`config.mk`:
```
export PLATFORM = sky130hd
export DESIGN_NAME = tick_timer8
export DESIGN_NICKNAME = d
export VERILOG_FILES = /design/src/rtl/tmr8_pkg.sv /design/src/rtl/tmr8_prescale.sv /design/src/rtl/tmr8_extsync.sv /design/src/rtl/tmr8_ctrl.sv /design/src/rtl/tmr8_datapath.sv /design/src/rtl/tick_timer8.sv
export SDC_FILE = /design/constraint.sdc
export NUM_CORES = 1
export LEC_CHECK = 0
export BUFFER_PORTS_ARGS = -buffer_cell sky130_fd_sc_hd__buf_2
export CAP_MARGIN = 20
export CORE_UTILIZATION = 51
export CTS_BUF_LIST = sky130_fd_sc_hd__clkbuf_8
export DETAILED_ROUTE_END_ITERATION = 7
export PLACE_DENSITY = 0.77
export SYNTH_ARGS = -nofsm -noshare
export SYNTH_HDL_FRONTEND = slang
export SYNTH_SLANG_ARGS = --single-unit
```
`constraint.sdc`:
```
create_clock -name clk -period 1.63 [get_ports clk]
set_input_delay 0.326 -clock clk [delete_from_list [all_inputs] [get_ports clk]]
set_output_delay 0.326 -clock clk [all_outputs]
set_load 0.05 [all_outputs]
```
`src/rtl/tmr8_pkg.sv`:
```
package tmr8_pkg;
  localparam int ADDR_W = 2;
  localparam int CSEL_W = 3;
  localparam int N_TAPS = 5;
  // low prescaler bits that must be all ones for each divide ratio
  localparam int TAP_LOG2 [N_TAPS] = '{0, 3, 6, 8, 10};

  localparam logic [ADDR_W-1:0] REG_CTRL = 2'd0;
  localparam logic [ADDR_W-1:0] REG_CNT  = 2'd1;
  localparam logic [ADDR_W-1:0] REG_MASK = 2'd2;
  localparam logic [ADDR_W-1:0] REG_FLAG = 2'd3;

  typedef enum logic [CSEL_W-1:0] {
    CS_STOP    = 3'd0,
    CS_DIV1    = 3'd1,
    CS_DIV8    = 3'd2,
    CS_DIV64   = 3'd3,
    CS_DIV256  = 3'd4,
    CS_DIV1024 = 3'd5,
    CS_EXTFALL = 3'd6,
    CS_EXTRISE = 3'd7
  } csel_e;

  typedef struct packed {
    logic loadCnt;
    logic incCnt;
    logic loadMask;
    logic clrFlag;
  } strb_t;
endpackage

```
`src/rtl/tmr8_prescale.sv`:
```
module tmr8_prescale
  import tmr8_pkg::*;
#(
  parameter int PRE_W = 10
) (
  input  logic              clk,
  input  logic              rstN,
  output logic [N_TAPS-1:0] tapTick
);
  logic [PRE_W-1:0] preCnt;

  always_ff @(posedge clk or negedge rstN) begin
    if (!rstN) preCnt <= '0;
    else       preCnt <= preCnt + 1'b1;
  end

  for (genvar i = 0; i < N_TAPS; i++) begin : g_tap
    if (TAP_LOG2[i] == 0) begin : g_every
      assign tapTick[i] = 1'b1;
    end else begin : g_masked
      assign tapTick[i] = &preCnt[TAP_LOG2[i]-1:0];
    end
  end
endmodule

```
`src/rtl/tmr8_extsync.sv`:
```
module tmr8_extsync #(
  parameter int STAGES = 2
) (
  input  logic clk,
  input  logic rstN,
  input  logic extPin,
  output logic riseHit,
  output logic fallHit
);
  logic [STAGES-1:0] syncQ;
  logic              prevQ;

  always_ff @(posedge clk or negedge rstN) begin
    if (!rstN) begin
      syncQ <= '0;
      prevQ <= 1'b0;
    end else begin
      syncQ <= {syncQ[STAGES-2:0], extPin};
      prevQ <= syncQ[STAGES-1];
    end
  end

  assign riseHit = syncQ[STAGES-1] & ~prevQ;
  assign fallHit = ~syncQ[STAGES-1] & prevQ;
endmodule

```
`src/rtl/tmr8_ctrl.sv`:
```
module tmr8_ctrl
  import tmr8_pkg::*;
#(
  parameter int PRE_W       = 10,
  parameter int SYNC_STAGES = 2
) (
  input  logic              clk,
  input  logic              rstN,
  input  logic [ADDR_W-1:0] addr,
  input  logic [CSEL_W-1:0] wrLow,
  input  logic              wrEn,
  input  logic              intAck,
  input  logic              extPin,
  output logic [CSEL_W-1:0] cselVal,
  output strb_t             strb
);
  csel_e             cselQ;
  logic [N_TAPS-1:0] tapTick;
  logic              riseHit;
  logic              fallHit;
  logic              tick;

  tmr8_prescale #(.PRE_W(PRE_W)) u_pre (
    .clk    (clk),
    .rstN   (rstN),
    .tapTick(tapTick)
  );

  tmr8_extsync #(.STAGES(SYNC_STAGES)) u_sync (
    .clk    (clk),
    .rstN   (rstN),
    .extPin (extPin),
    .riseHit(riseHit),
    .fallHit(fallHit)
  );

  always_ff @(posedge clk or negedge rstN) begin
    if (!rstN)                          cselQ <= CS_STOP;
    else if (wrEn && addr == REG_CTRL)  cselQ <= csel_e'(wrLow);
  end

  always_comb begin
    unique case (cselQ)
      CS_STOP:    tick = 1'b0;
      CS_DIV1:    tick = tapTick[0];
      CS_DIV8:    tick = tapTick[1];
      CS_DIV64:   tick = tapTick[2];
      CS_DIV256:  tick = tapTick[3];
      CS_DIV1024: tick = tapTick[4];
      CS_EXTFALL: tick = fallHit;
      CS_EXTRISE: tick = riseHit;
      default:    tick = 1'b0;
    endcase
  end

  always_comb begin
    strb.loadCnt  = wrEn && addr == REG_CNT;
    strb.incCnt   = tick && !strb.loadCnt;
    strb.loadMask = wrEn && addr == REG_MASK;
    strb.clrFlag  = intAck || (wrEn && addr == REG_FLAG && wrLow[0]);
  end

  assign cselVal = cselQ;
endmodule

```
`src/rtl/tmr8_datapath.sv`:
```
module tmr8_datapath
  import tmr8_pkg::*;
#(
  parameter int CNT_W  = 8,
  parameter int DATA_W = 8
) (
  input  logic              clk,
  input  logic              rstN,
  input  strb_t             strb,
  input  logic [ADDR_W-1:0] addr,
  input  logic [DATA_W-1:0] wrData,
  input  logic [CSEL_W-1:0] cselVal,
  input  logic              globalIntEn,
  output logic [DATA_W-1:0] rdData,
  output logic [CNT_W-1:0]  cntVal,
  output logic              ovfFlag,
  output logic              irq
);
  logic cntMax;
  logic ovfHit;
  logic ovfMask;

  assign cntMax = &cntVal;
  assign ovfHit = strb.incCnt && cntMax;

  always_ff @(posedge clk or negedge rstN) begin
    if (!rstN)             cntVal <= '0;
    else if (strb.loadCnt) cntVal <= wrData[CNT_W-1:0];
    else if (strb.incCnt)  cntVal <= cntVal + 1'b1;
  end

  always_ff @(posedge clk or negedge rstN) begin
    if (!rstN)             ovfFlag <= 1'b0;
    else if (ovfHit)       ovfFlag <= 1'b1;
    else if (strb.clrFlag) ovfFlag <= 1'b0;
  end

  always_ff @(posedge clk or negedge rstN) begin
    if (!rstN)              ovfMask <= 1'b0;
    else if (strb.loadMask) ovfMask <= wrData[0];
  end

  assign irq = ovfFlag & ovfMask & globalIntEn;

  always_comb begin
    rdData = '0;
    unique case (addr)
      REG_CTRL: rdData[CSEL_W-1:0] = cselVal;
      REG_CNT:  rdData[CNT_W-1:0]  = cntVal;
      REG_MASK: rdData[0]          = ovfMask;
      REG_FLAG: rdData[0]          = ovfFlag;
      default:  rdData             = '0;
    endcase
  end
endmodule

```
`src/rtl/tick_timer8.sv`:
```
module tick_timer8
  import tmr8_pkg::*;
#(
  parameter int CNT_W       = 8,
  parameter int DATA_W      = 8,
  parameter int PRE_W       = 10,
  parameter int SYNC_STAGES = 2
) (
  input  logic              clk,
  input  logic              rstN,
  input  logic [ADDR_W-1:0] addr,
  input  logic [DATA_W-1:0] wrData,
  input  logic              wrEn,
  output logic [DATA_W-1:0] rdData,
  input  logic              extPin,
  input  logic              globalIntEn,
  input  logic              intAck,
  output logic              irq
);
  strb_t             strb;
  logic [CSEL_W-1:0] cselVal;
  logic [CNT_W-1:0]  cntVal;
  logic              ovfFlag;

  tmr8_ctrl #(.PRE_W(PRE_W), .SYNC_STAGES(SYNC_STAGES)) u_ctrl (
    .clk    (clk),
    .rstN   (rstN),
    .addr   (addr),
    .wrLow  (wrData[CSEL_W-1:0]),
    .wrEn   (wrEn),
    .intAck (intAck),
    .extPin (extPin),
    .cselVal(cselVal),
    .strb   (strb)
  );

  tmr8_datapath #(.CNT_W(CNT_W), .DATA_W(DATA_W)) u_dp (
    .clk        (clk),
    .rstN       (rstN),
    .strb       (strb),
    .addr       (addr),
    .wrData     (wrData),
    .cselVal    (cselVal),
    .globalIntEn(globalIntEn),
    .rdData     (rdData),
    .cntVal     (cntVal),
    .ovfFlag    (ovfFlag),
    .irq        (irq)
  );
endmodule

```
**Word level (Yosys, flattened, before mapping)**

Index checks and enable logic that the tools add are counted.

- Register bits after elaboration: 26
- Output and inout bits: 9
- Word-level logic and storage cells: 51

- Add/sub/neg operators: 2
- Equal/unequal tests: 10
- Mux-type cells: 8
- Bitwise operators: 6
- Reductions and logical operators: 18

Operators by type and width:

| operator | count |
|---|---|
| 8-bit 2-to-1 mux | 2 |
| 8-bit AND reduction | 2 |
| 3-bit == test (second input constant) | 4 |
| 10-bit by 1-bit adder with 10-bit output (second input constant) | 1 |
| 10-bit AND reduction | 1 |
| 8-bit by 1-bit adder with 8-bit output (second input constant) | 1 |
| 1-bit one-hot mux with 8 select lines | 1 |
| 1-bit logical AND | 7 |
| 3-bit by 2-bit == test with 1-bit output (second input constant) | 2 |
| 6-bit AND reduction | 1 |
| 5-bit 2-to-1 mux | 1 |
| 1-bit AND | 4 |
| 2-bit == test (second input constant) | 2 |
| 1-bit one-hot mux with 4 select lines | 1 |
| 2-bit one-hot mux with 2 select lines | 1 |
| 2-bit nonzero test | 2 |
| 3-bit by 1-bit == test with 1-bit output (second input constant) | 1 |
| 3-bit zero test | 1 |
| 3-bit AND reduction | 1 |
| 2-bit by 1-bit == test with 1-bit output (second input constant) | 1 |
| 2-bit zero test | 1 |
| 1-bit 2-to-1 mux | 2 |
| 1-bit inverter | 2 |
| 1-bit zero test | 1 |
| 1-bit logical OR | 1 |

**Logic depth before layout (Yosys ltp)**

Gate-level depths: netlist (run 1).

- Depth after elaboration: 6
- Gate-level depth with buffers: 8
- Depth with buffers taken out: 8

**Hierarchy**

From an unflattened synthesis (run 1), not the netlist that was laid out.

- Cell total of the unflattened synthesis: 126
- Area, all modules: 1,377.6 sq um

Modules (own cells, without submodules):

| module | instances | cells an instance | area an instance (sq um) |
|---|---|---|---|
| tmr8_datapath | 1 | 67 | 620.6 |
| tmr8_prescale | 1 | 37 | 452.9 |
| tmr8_ctrl | 1 | 17 | 214.0 |
| tmr8_extsync | 1 | 5 | 90.1 |

**Worst setup path before layout (run 1)**

Ideal clock, no wire load.

- Path type: reg-to-reg
- From: register u_ctrl.u_pre.preCnt[0]
- To: register u_dp.cntVal[5]
- Setup time: 0.124 ns
- Data arrival time: 1.672 ns
- Required time: 1.506 ns
- Path slack: -0.166 ns
- Cell stages (with the launch flop): 9
- Period minus slack after synthesis: 1.796 ns
- Path through: dfrtp_1 > ha_1 > ha_1 > nand2_1 > o31ai_1 > o21ai_2 > a21boi_4 > a21oi_2 > a211o_1

- Cells in the longest elaborated chain, start to end: 4

Ends and longest elaborated chain:

| element | line | RTL |
|---|---|---|
| start, declared | tmr8_prescale.sv:10 | `logic [PRE_W-1:0] preCnt;` |
| start signal, assigned | tmr8_prescale.sv:14 | `else preCnt <= preCnt + 1'b1;` |
| 10-bit AND reduction, or another cell as far along | tmr8_prescale.sv:21 | `assign tapTick[i] = &preCnt[TAP_LOG2[i]-1:0];` |
| 1-bit one-hot mux with 8 select lines * | tmr8_ctrl.sv:43 | `unique case (cselQ)` |
| 1-bit logical AND * | tmr8_ctrl.sv:58 | `strb.incCnt = tick && !strb.loadCnt;` |
| 2-bit nonzero test (no line) * | -- |  |
| end signal, assigned | tmr8_datapath.sv:28 | `else if (strb.loadCnt) cntVal <= wrData[CNT_W-1:0];` |
| end signal, assigned | tmr8_datapath.sv:29 | `else if (strb.incCnt) cntVal <= cntVal + 1'b1;` |
| end, declared | tmr8_datapath.sv:15 | `output logic [CNT_W-1:0] cntVal,` |

Mark *: on every way between the ends. The rest lies on a longest branch, timed or not.
A chain may end at the register's enable or synchronous reset.

**Worst setup path after layout (run 1)**

- From: register u_ctrl.u_pre.preCnt[1]
- To: register u_dp.cntVal[5]

Same word-level chain as after synthesis.

==> results of run 1 <==
## kinds of logic (layout without fill, tap and decap cells)
kind of cell | count (synthesis) | after routing | share of synthesized area, %
compound gates | 18 | 18 | 9.77
xor+xnor | 10 | 10 | 6.39
fa+ha+maj | 3 | 3 | 2.74
buf+inv | 5 | 57 | 1.55
flops | 26 | 26 | 47.5
mux | 9 | 9 | 7.85
simple gates | 62 | 62 | 24.2
## critical path, stage by stage (launching register included)
cell      delay, ps
dfrtp_1         400
ha_4            160
ha_4            130
nand2_4          50
o31ai_4         240
o21ai_4         120
a21boi_4        290
a21oi_2          90
a211o_1         270
## placed cells by master (no fill, tap or decap), types with 2 or more instances in the layout
cell type and count:
o21ai_1 4, nor3b_1 2, nand3b_1 2, inv_1 2, nand3_1 10, clkbuf_8 4
mux2_2 4, nor2_1 7, a21oi_2 2, buf_4 25, dfrtp_1 25, nand2_1 16
nand4_1 5, and2_1 8, and3_1 6, xor2_1 2, buf_6 3, ha_4 2
mux2i_1 4, buf_2 22, xnor2_1 8
## flip-flops by register name, indices dropped and copies added, names as in the netlist
register	count
u_ctrl.u_sync.syncQ	2
u_dp.ovfMask	1
u_dp.cntVal	8
u_ctrl.u_sync.prevQ	1
u_dp.ovfFlag	1
u_ctrl.cselVal	3
u_ctrl.u_pre.preCnt	10
## per-stage QoR
step	utilization [%]	worst slack [ps]
3_3_place_gp	67.8	-131
5_1_grt	74.7	-316
4_1_cts	73.3	-191
6_report	74.7	-240
2_1_floorplan	-	-109
3_5_place_dp	67.8	-239
## per-layer routing
metal,global-route usage (%),up-vias
met3,4.80,14
li1,-,573
met2,49.0,48
met4,11.8,0
met5,0,-
met1,28.3,591
## power groups by stage
stage,clock [W],sequential [W],combinational (W)
global route,0.000446,0.000859,0.000657
floorplan,0,0.000827,0.000355
detailed placement,0,0.000851,0.000525
CTS,0.000416,0.000842,0.000567
global placement,0,0.000848,0.000507
finish,0.000412,0.000853,0.000608
## worst min-delay path by stage
stage                                         to  slack, ps
after CTS                 u_ctrl.u_sync.syncQ[1]         70
final                     u_ctrl.u_sync.syncQ[1]         40
after detailed placement  u_ctrl.u_sync.syncQ[1]        340
after global placement    u_ctrl.u_sync.syncQ[1]        330
after floorplan                u_ctrl.cselVal[0]         30
after global routing              u_dp.cntVal[0]        110
## what timing repair did
action                     in CTS  in global routing
hold buffers                    0                  0
cloned                          0                  0
pin swaps                       5                  4
resized for setup              10                  9
setup endpoints to repair      10                 11
buffers inserted                4                  2
## Yosys cell counts (all sizes together)
library cell   n
mux4           1
a21boi         2
a31o           1
clkbuf         1
nor2b          1
mux2           4
nand3b         2
nor3b          2
and4           1
and2           8
and3           6
a21oi          3
nand4          5
nand3         10
nor4b          1
xnor2          8
nor2           7
buf            2
dfrtp         26
o21ai          6
o31ai          2
o211ai         1
ha             3
or3b           1
nand2         18
xor2           2
a21o           1
mux2i          4
a211o          1
inv            2
a211oi         1
## final cells by class
cell class | count | area share [%]
Inverter | 2 | 0.402
Tap cell | 30 | 2.01
Clock buffer | 4 | 2.95
Timing Repair Buffer | 51 | 18.6
Sequential cell | 26 | 34.9
Multi-Input combinational cell | 102 | 41.2
==> summary.md, run 1 <==
| Metric | Value |
|---|---|
| Failing checks | setup timing |
| Cell Area, Synth | between 1000 and 1500 µm² |
| Post-route ant nets | 0 |
| Reg2Reg Capture Point | u_dp.cntVal[5] |
| Die area | 2900 µm² |
| P&R area growth vs syn | 36.3% |
| Final Skew | 2.17 ps |
| Max Freq | 535 MHz |
| Met2 routed WL | 1770 µm |
| DR iter-0 viols | 21 |
| Final setup viols | 10 |
| Top Metal Used | met4 |
| Post-Synthesis Cells | 133 |
| DRC viols | 0 |
| TritonCTS Buffers | 3 |
| Met1 WL | 1350 µm |
| Kind of critical path | reg -> reg |
| Later-pin clock latency in the skew report | 270 ps |
| Worst setup EP type | flip-flop |
| DR vias/cell | between 5 and 6 |
| Dpl hpwl | 2210 µm |
| Root Buffer | clkbuf_8 |
| Multi-input logic area | 768 µm² |
| Layout cells sized above 1 | 40.0% |
| Reg power frac | 45.5% |
| Crit path capture | u_dp.cntVal[5] |
| Synth cell types | 35 |
| Peak VDD IR | 804 µV |
| Worst Setup Start Kind | flip-flop |
| Clock network fraction of total power | 22.0% |
| R2R Path Start | u_ctrl.u_pre.preCnt[1] |
| Crit-path max FO | 7 |
| FP Rows | 18 |
| CTS clk-pin slew, worst paths | 90 ps |
| Yosys warns | 0 |
| Number of nets in the layout | between 200 and 250 |
| Top cell type's share of synthesized area | approximately 47% |
| Worst EP required | ~1800 ps |
| Chip width | 53.8 µm |
| Crit share post-route | 115% |
| Largest net degree at the start of global routing | 27 |
| Drt pass-1 iters | 4 |
| Routed wire length | 3410 µm |
| Worst setup margin | -240 ps |
| Reg area | approximately 650 µm² |
| DR WL/cell | about 16 µm |
| Setup TNS | -1860 ps |
| Mapped Nets | 152 |
| PortBufs | 24 |
| Clock Tree Buf Depth | 2 |
| Register bit count reported by yosys | 26 |
| Metal3 WL | 166 µm |
| Total grt overflow | 0 |
| Leakage | 0.888 nW |
| Global-route wire length before repair | 5390 µm |
| Tmin final | 1870 ps |
| Via Count | 1226 |
| Synthesized area per cell | 10.3 µm² |
| Measured slew at the worst slew-check pin | around 630 ps |
| Slew Viols, Final | 0 |
| Antenna violations before repair | 0 |
| I/O pin count | 25 |
| Finished Layout Cells | between 200 and 250 |
| Arr. time, crit path | 2030 ps |
| Dpl cell area | 1690 µm² |
| P per Cell Area | 1000 nW/µm² |
| Placeable Area | 2500 µm² |
| Status | complete, but fails checks |
| Fillers | 163 |
| CP Launch Point | u_ctrl.u_pre.preCnt[1] |
| Synth area leaders | dfrtp_1 (47%), xnor2_1 (5.1%), nand2_1 (4.9%), and2_1 (3.7%), nand3_1 (3.7%) |
| Max-cap viol count | 0 |
| Register-to-Register Path Depth | 8 |
| Net Switching | 0.000651 W |
| Final Wtd Congestion | 0.869 |
| ANT cells | 0 |
| Design area | 1870 µm² |
| Height of the chip | between 50 and 60 µm |
| Logic gate share of total power | 32.5% |
| Switching share of power | 34.7% |
| Hold Vio Cnt, Final | 0 |
| Slew margin rel. | slightly below 60% |
| Seq/Total Area, Yosys | 47.5% |
| Hold Path Class | in -> async |
| DP Cell Count | between 200 and 250 |
| Tot GR Track Use | between 20% and 30% |
| Pwr Total | around 0.0019 W |
| Reg-to-reg setup timing slack | -240 ps |
| H-tree lvl count | 1 |
| CTS tree | built |
| Pint | 0.00122 W |
| Starting density of the core | a little over half |
| Unrepaired setup endpoints after global routing | true |
| Cell taking the most area after synthesis | dfrtp_1 |
| Clock net sink count | 26 |
| Hold_ws | 44.0 ps |
| Vias in the first global route | 1231 |
Note: power is estimated with default switching activity, not from simulation.
==> inputs of run 2 (changes only) <==
--- a/config.mk
+++ b/config.mk
@@ -7,10 +7,10 @@
 export LEC_CHECK = 0
 export BUFFER_PORTS_ARGS = -buffer_cell sky130_fd_sc_hd__buf_2
 export CAP_MARGIN = 20
-export CORE_UTILIZATION = 51
+export CORE_UTILIZATION = 57
 export CTS_BUF_LIST = sky130_fd_sc_hd__clkbuf_8
 export DETAILED_ROUTE_END_ITERATION = 7
-export PLACE_DENSITY = 0.77
+export PLACE_DENSITY = 0.81
 export SYNTH_ARGS = -nofsm -noshare
 export SYNTH_HDL_FRONTEND = slang
 export SYNTH_SLANG_ARGS = --single-unit
==> constraint.sdc (replaced) <==
create_clock -name clk -period 1.8 [get_ports clk]
set_input_delay 0.36 -clock clk [delete_from_list [all_inputs] [get_ports clk]]
set_output_delay 0.36 -clock clk [all_outputs]
set_load 0.05 [all_outputs]
==> summary.md, run 2 (synthesized netlist as in run 1, its figures left out) <==
| Metric | Value |
|---|---|
| Arr. time, crit path | 2020 ps (was 2030 ps) |
| Via Count | 1259 (was 1226) |
| Total grt overflow | 0 (unchanged) |
| Slew margin rel. | 60.7% (was 57.7%) |
| P per Cell Area | 983 nW/µm² (was 1000 nW/µm²) |
| Drt pass-1 iters | 4 (unchanged) |
| Global-route wire length before repair | 5980 µm (was 5390 µm) |
| Root Buffer | clkbuf_8 (unchanged) |
| CTS tree | built (unchanged) |
| Largest net degree at the start of global routing | 27 (unchanged) |
| Die area | 2600 µm² (was 2900 µm²) |
| Leakage | 0.865 nW (was 0.888 nW) |
| FP Rows | 17 (was 18) |
| Unrepaired setup endpoints after global routing | true (unchanged) |
| ANT cells | 0 (unchanged) |
| Number of nets in the layout | 197 (was 205) |
| DR iter-0 viols | 43 (was 21) |
| Worst EP required | 1970 ps (was 1790 ps) |
| Tot GR Track Use | 32.2% (was 26.3%) |
| Largest register FFs | 10 (unchanged) |
| Final Skew | 4.66 ps (was 2.17 ps) |
| Tmin final | 1850 ps (was 1870 ps) |
| CTS clk-pin slew, worst paths | 90 ps (about the same) |
| Final Wtd Congestion | 0.850 (was 0.869) |
| Failing checks | setup timing (unchanged) |
| Max-cap viol count | 0 (unchanged) |
| DRC viols | 0 (unchanged) |
| Reg-to-reg setup timing slack | -50 ps (was -240 ps) |
| Chip width | 51.0 µm (was 53.8 µm) |
| DR WL/cell | 18.3 µm (was 15.8 µm) |
| Buf+Inv Stages, Crit Path | 2 (was 0) |
| Later-pin clock latency in the skew report | 280 ps (was 270 ps) |
| DR vias/cell | 6.14 (was 5.70) |
| Max Freq | 540 MHz (was 535 MHz) |
| Dpl hpwl | 2060 µm (was 2210 µm) |
| Worst-path cell chain | ha_4 > buf_4 > and3_4 > o21ai_4 > a21boi_4 > buf_12 > nor4b_4 > a211o_1 (was ha_4 > ha_4 > nand2_4 > o31ai_4 > o21ai_4 > a21boi_4 > a21oi_2 > a211o_1) |
| TritonCTS Buffers | 3 (unchanged) |
| Kind of critical path | reg -> reg (unchanged) |
| Final setup viols | 2 (was 10) |
| Placeable Area | 2230 µm² (was 2500 µm²) |
| Core Util, Final | 83.5% (was 74.7%) |
| Slowest stage delay, CP | 420 ps (was 400 ps) |
| Most common cell after layout, fill and taps aside | dfrtp_1 |
| Worst setup EP type | flip-flop (unchanged) |
| PortBufs | 24 (unchanged) |
| P&R area growth vs syn | 36.2% (was 36.3%) |
| Fillers | 124 (was 163) |
| CP max-delay cell | dfrtp_1 (unchanged) |
| Hold_buf cts | 0 (unchanged) |
| Design area | 1870 µm² (about the same) |
| Peak VDD IR | 776 µV (was 804 µV) |
| Slew Viols, Final | 0 (unchanged) |
| Crit share post-route | 103% (was 115%) |
| Commonest non-fill, non-tap cells in the layout | dfrtp_1 (24), buf_2 (23), nand2_1 (16) (was buf_4 (25), dfrtp_1 (25), buf_2 (22)) |
| Status | complete, but fails checks (unchanged) |
| Antenna violations before repair | 0 (unchanged) |
| Vias in the first global route | 1243 (was 1231) |
| Height of the chip | 51.0 µm (was 53.8 µm) |
| Worst Setup Start Kind | flip-flop (unchanged) |
| Clock net sink count | 26 (unchanged) |
| Crit-path max FO | 8 (was 7) |
| Top reg by flops | u_ctrl.u_pre.preCnt (unchanged) |
| Worst setup margin | -53.3 ps (was -240 ps) |
| Hold Vio Cnt, Final | 0 (unchanged) |
| Routed wire length | 3750 µm (was 3410 µm) |
| I/O pin count | 25 (unchanged) |
| Measured slew at the worst slew-check pin | 589 ps (was 632 ps) |
| Starting density of the core | 61.3% (was 54.8%) |
| Clock Tree Buf Depth | 2 (unchanged) |
| H-tree lvl count | 1 (unchanged) |
| Dpl cell area | 1570 µm² (was 1690 µm²) |
| Layout cells sized above 1 | 41.2% (was 40.0%) |
| Crit-path leading delay family | compound AO/OA/AOI/OAI gates (unchanged) |
| Hold Path Class | in -> async (unchanged) |
| Post-route ant nets | 0 (unchanged) |
==> run 2: per-stage QoR <==
step / setup TNS [ps] / total power (W) / hold slack [ps] / worst slack, ps / instances
after detailed placement: -467 / 0.00120 / 340 / -139 / 190
after global placement: -75.8 / 0.00118 / 343 / -55.7 / 190
after CTS: -126 / 0.00173 / 86.8 / -53.7 / 199
final: -99.5 / 0.00183 / 69.9 / -53.3 / 205
after global routing: -427 / 0.00191 / 98.1 / -105 / 205
after floorplan: 0 / 0.00107 / 64.4 / 4.05 / 133
==> run 2: report_power, final <==
part | switching, W | internal (W) | total (W)
clock | 0.000190 | 0.000298 | 0.000488
combinational | 0.000309 | 0.000252 | 0.000561
sequential | 0.000123 | 0.000662 | 0.000785
total | 0.000623 | 0.00121 | 0.00183
==> run 2: repair_timing <==
action | in CTS | in global routing
gates resized for setup | 14 | 17
endpoints found under the hold margin | 0 | 0
setup endpoints to repair | 7 | 10
pin swaps | 9 | 8
setup buffers | 5 | 6
gates cloned | 0 | 0
==> run 2: final cells by class <==
cell class | count | area, µm² | area share, %
repair buffers | 43 | 293 | 15.7
clock buffers | 3 | 41.3 | 2.21
well taps | 28 | 35.0 | 1.88
clock inverters | 1 | 30.0 | 1.61
flip-flops and latches | 26 | 653 | 35.0
multi-input cells | 102 | 806 | 43.2
inverters | 2 | 7.51 | 0.402
==> run 2: path summary, 6_finish.rpt <==
path / from / end / depth (start not counted)
setup / recovery: u_ctrl.u_pre.preCnt[0] / u_dp.cntVal[5] / 8
hold / removal: rstN / u_ctrl.u_pre.preCnt[8] / 1
setup reg to reg: u_ctrl.u_pre.preCnt[0] / u_dp.cntVal[5] / 8
hold reg to reg: u_ctrl.u_sync.syncQ[0] / u_ctrl.u_sync.syncQ[1] / 0
max in group asynchronous: rstN / u_ctrl.cselVal[0] / 1
min in group clk: extPin / u_ctrl.u_sync.syncQ[0] / 1
==> run 2: per-layer routing <==
layer	part of all wire, %	global-route usage [%]	vias to the layer above
li1	-	-	560
met2	48	53.5	61
met3	5.5	4.46	15
met4	3.4	16.2	0
met1	43	41.0	623
met5	0	0	-
==> inputs of run 3 (changes only) <==
--- a/config.mk
+++ b/config.mk
@@ -7,10 +7,12 @@
 export LEC_CHECK = 0
 export BUFFER_PORTS_ARGS = -buffer_cell sky130_fd_sc_hd__buf_2
 export CAP_MARGIN = 20
-export CORE_UTILIZATION = 57
+export CELL_PAD_IN_SITES_DETAIL_PLACEMENT = 0
+export CELL_PAD_IN_SITES_GLOBAL_PLACEMENT = 1
+export CORE_UTILIZATION = 44
 export CTS_BUF_LIST = sky130_fd_sc_hd__clkbuf_8
 export DETAILED_ROUTE_END_ITERATION = 7
-export PLACE_DENSITY = 0.81
+export PLACE_DENSITY_LB_ADDON = 0.1
 export SYNTH_ARGS = -nofsm -noshare
 export SYNTH_HDL_FRONTEND = slang
 export SYNTH_SLANG_ARGS = --single-unit
==> summary.md, run 3 (synthesized netlist as in run 1, its figures left out) <==
| Metric | Value |
|---|---|
| Antenna violations before repair | 0 (unchanged) |
| Worst EP required | 1440 ps (was 1970 ps) |
| Worst setup EP type | output port (was flip-flop) |
| PortBufs | 24 (unchanged) |
| Crit-path leading delay family | flip-flops (was compound AO/OA/AOI/OAI gates) |
| Kind of critical path | reg -> out (was reg -> reg) |
| Later-pin clock latency in the skew report | 270 ps (was 280 ps) |
| Tmin final | 1890 ps (was 1850 ps) |
| Number of nets in the layout | 191 (was 197) |
| Reg area | 651 µm² (was 653 µm²) |
| Worst-path cell chain | buf_4 > mux4_2 > buf_6 (was ha_4 > buf_4 > and3_4 > o21ai_4 > a21boi_4 > buf_12 > nor4b_4 > a211o_1) |
| DRC viols | 4 (was 0) |
| Final Skew | 3.09 ps (was 4.66 ps) |
| Peak VDD IR | 489 µV (was 776 µV) |
| CTS tree | built (unchanged) |
| Final setup viols | 5 (was 2) |
| Crit share post-route | 105% (was 103%) |
| Largest net degree at the start of global routing | 27 (unchanged) |
| Status | complete, but fails checks (unchanged) |
| Worst setup margin | -87.4 ps (was -53.3 ps) |
| Post-route ant nets | 0 (unchanged) |
| Setup TNS | -232 ps (was -99.5 ps) |
| FP Rows | 19 (was 17) |
| DR vias/cell | 5.43 (was 6.14) |
| Clock net sink count | 26 (unchanged) |
| Max-cap viol count | 0 (unchanged) |
| Top reg by flops | u_ctrl.u_pre.preCnt (unchanged) |
| Root Buffer | clkbuf_8 (unchanged) |
| Fillers | 244 (was 124) |
| P&R area growth vs syn | 28.6% (was 36.2%) |
| Layout cells sized above 1 | 34.5% (was 41.2%) |
| Arr. time, crit path | 1530 ps (was 2020 ps) |
| Measured slew at the worst slew-check pin | 587 ps (was 589 ps) |
| Slew margin rel. | 60.9% (was 60.7%) |
| Largest register FFs | 10 (unchanged) |
| Die area | 3340 µm² (was 2600 µm²) |
| Via Count | 1097 (was 1259) |
| Net Switching | 0.000568 W (was 0.000623 W) |
| Vias in the first global route | 1059 (was 1243) |
| H-tree lvl count | 1 (unchanged) |
| Drt pass-1 iters | 6 (was 4) |
| Clock network fraction of total power | 22.9% (was 26.6%) |
| Leakage | 0.816 nW (was 0.865 nW) |
| Tot GR Track Use | 18.7% (was 32.2%) |
| Final Wtd Congestion | 0.764 (was 0.850) |
| Global-route wire length before repair | 4820 µm (was 5980 µm) |
| Logic gate share of total power | 30.7% (was 30.6%) |
| Hold Vio Cnt, Final | 0 (unchanged) |
| CP max-delay cell | dfrtp_1 (unchanged) |
| Starting density of the core | 48.0% (was 61.3%) |
| Dpl hpwl | 2000 µm (was 2060 µm) |
| Switching share of power | 34.4% (was 33.9%) |
| Placeable Area | 2850 µm² (was 2230 µm²) |
| Chip width | 57.8 µm (was 51.0 µm) |
| Multi-input logic area | 778 µm² (was 806 µm²) |
| Reg power frac | 46.4% (was 42.8%) |
| I/O pin count | 25 (unchanged) |
| Worst Setup Start Kind | flip-flop (unchanged) |
| Pwr Total | 0.00165 W (was 0.00183 W) |
| Failing checks | DRC, setup timing (was setup timing) |
| Slew Viols, Final | 0 (unchanged) |
| DR iter-0 viols | 55 (was 43) |
| TritonCTS Buffers | 3 (unchanged) |
| Buf+Inv Stages, Crit Path | 2 (unchanged) |
| Max Freq | 530 MHz (was 540 MHz) |
| Unrepaired setup endpoints after global routing | true (unchanged) |
| Commonest non-fill, non-tap cells in the layout | dfrtp_1 (26), buf_2 (23), nand2_1 (16) (was dfrtp_1 (24), buf_2 (23), nand2_1 (16)) |
| Routed wire length | 2840 µm (was 3750 µm) |
| Crit-path max FO | 5 (was 8) |
| Clock Tree Buf Depth | 2 (unchanged) |
| Pint | 0.00109 W (was 0.00121 W) |
| Setup WS pre-CTS | -92.9 ps (was -139 ps) |
| Most common cell after layout, fill and taps aside | dfrtp_1 (unchanged) |
| DR WL/cell | 14.0 µm (was 18.3 µm) |
| Hold Path Class | in -> async (unchanged) |
| Height of the chip | 57.8 µm (was 51.0 µm) |
| ANT cells | 0 (unchanged) |
| Total grt overflow | 0 (unchanged) |
| Slowest stage delay, CP | 460 ps (was 420 ps) |
| P per Cell Area | 939 nW/µm² (was 983 nW/µm²) |
| CTS clk-pin slew, worst paths | 90 ps (about the same) |
run 3: changes by cell type in the layout (fill, tap and decap cells not counted), moves of 2 or more:
| cell | delta |
|---|---|
| a21oi_1 | +2 |
| a21oi_2 | -2 |
| buf_4 | -4 |
| dfrtp_1 | +2 |
| dfrtp_2 | -2 |
| nand3_1 | +2 |
| nand3_2 | -2 |
run 3: area by class of cell:
class | count | share of cell area (%)
timing repair buffer | 37 | 13.1
sequential | 26 | 36.9
multi-input combinational | 102 | 44.2
tap | 31 | 2.20
inverter | 2 | 0.426
clock buffer | 4 | 3.12
run 3: worst paths after layout:
kind,endpoint,from,cells past startpoint,slack [ps]
setup / recovery,rdData[0],u_ctrl.cselVal[0],3,-90
hold reg to reg,u_ctrl.u_sync.syncQ[1],u_ctrl.u_sync.syncQ[0],0,370
max in group asynchronous,u_dp.cntVal[0],rstN,1,1340
hold / removal,u_ctrl.u_sync.syncQ[0],rstN,1,80
min in group clk,u_ctrl.u_sync.syncQ[0],extPin,1,190
setup reg to reg,u_dp.cntVal[5],u_ctrl.u_pre.preCnt[0],8,-60
run 3: what timing repair did:
item / CTS / global route
setup buffers: 3 / 1
setup endpoints to repair: 6 / 9
pin swaps: 3 / 6
resized for setup: 12 / 7
hold buffers: 0 / 0
run 3: layer usage:
layer  vias up  share of wire [%]  GRT usage, %
met4         0               0.67          3.06
met3         5                4.2          4.02
met1       519                 50          26.3
met2        24                 46          30.2
li1        549                  -             -
met5         -                  0             0
run 3: stage by stage:
step	std cells	utilization, %	area, µm²	hold WS (ps)
6_report	202	61.8	1760	76.1
5_1_grt	202	61.8	1760	125
4_1_cts	201	60.4	1720	102
3_5_place_dp	194	55.5	1580	351
3_3_place_gp	194	55.5	1580	337
2_1_floorplan	133	-	1370	64.4
run 3: power groups by stage:
| stage | registers [W] | clock network, W | logic (W) |
|---|---|---|---|
| after floorplan | 0.000746 | 0 | 0.000320 |
| after detailed placement | 0.000770 | 0 | 0.000446 |
| after global placement | 0.000769 | 0 | 0.000437 |
| final | 0.000766 | 0.000379 | 0.000508 |
| after CTS | 0.000760 | 0.000385 | 0.000484 |
| after global routing | 0.000779 | 0.000413 | 0.000557 |
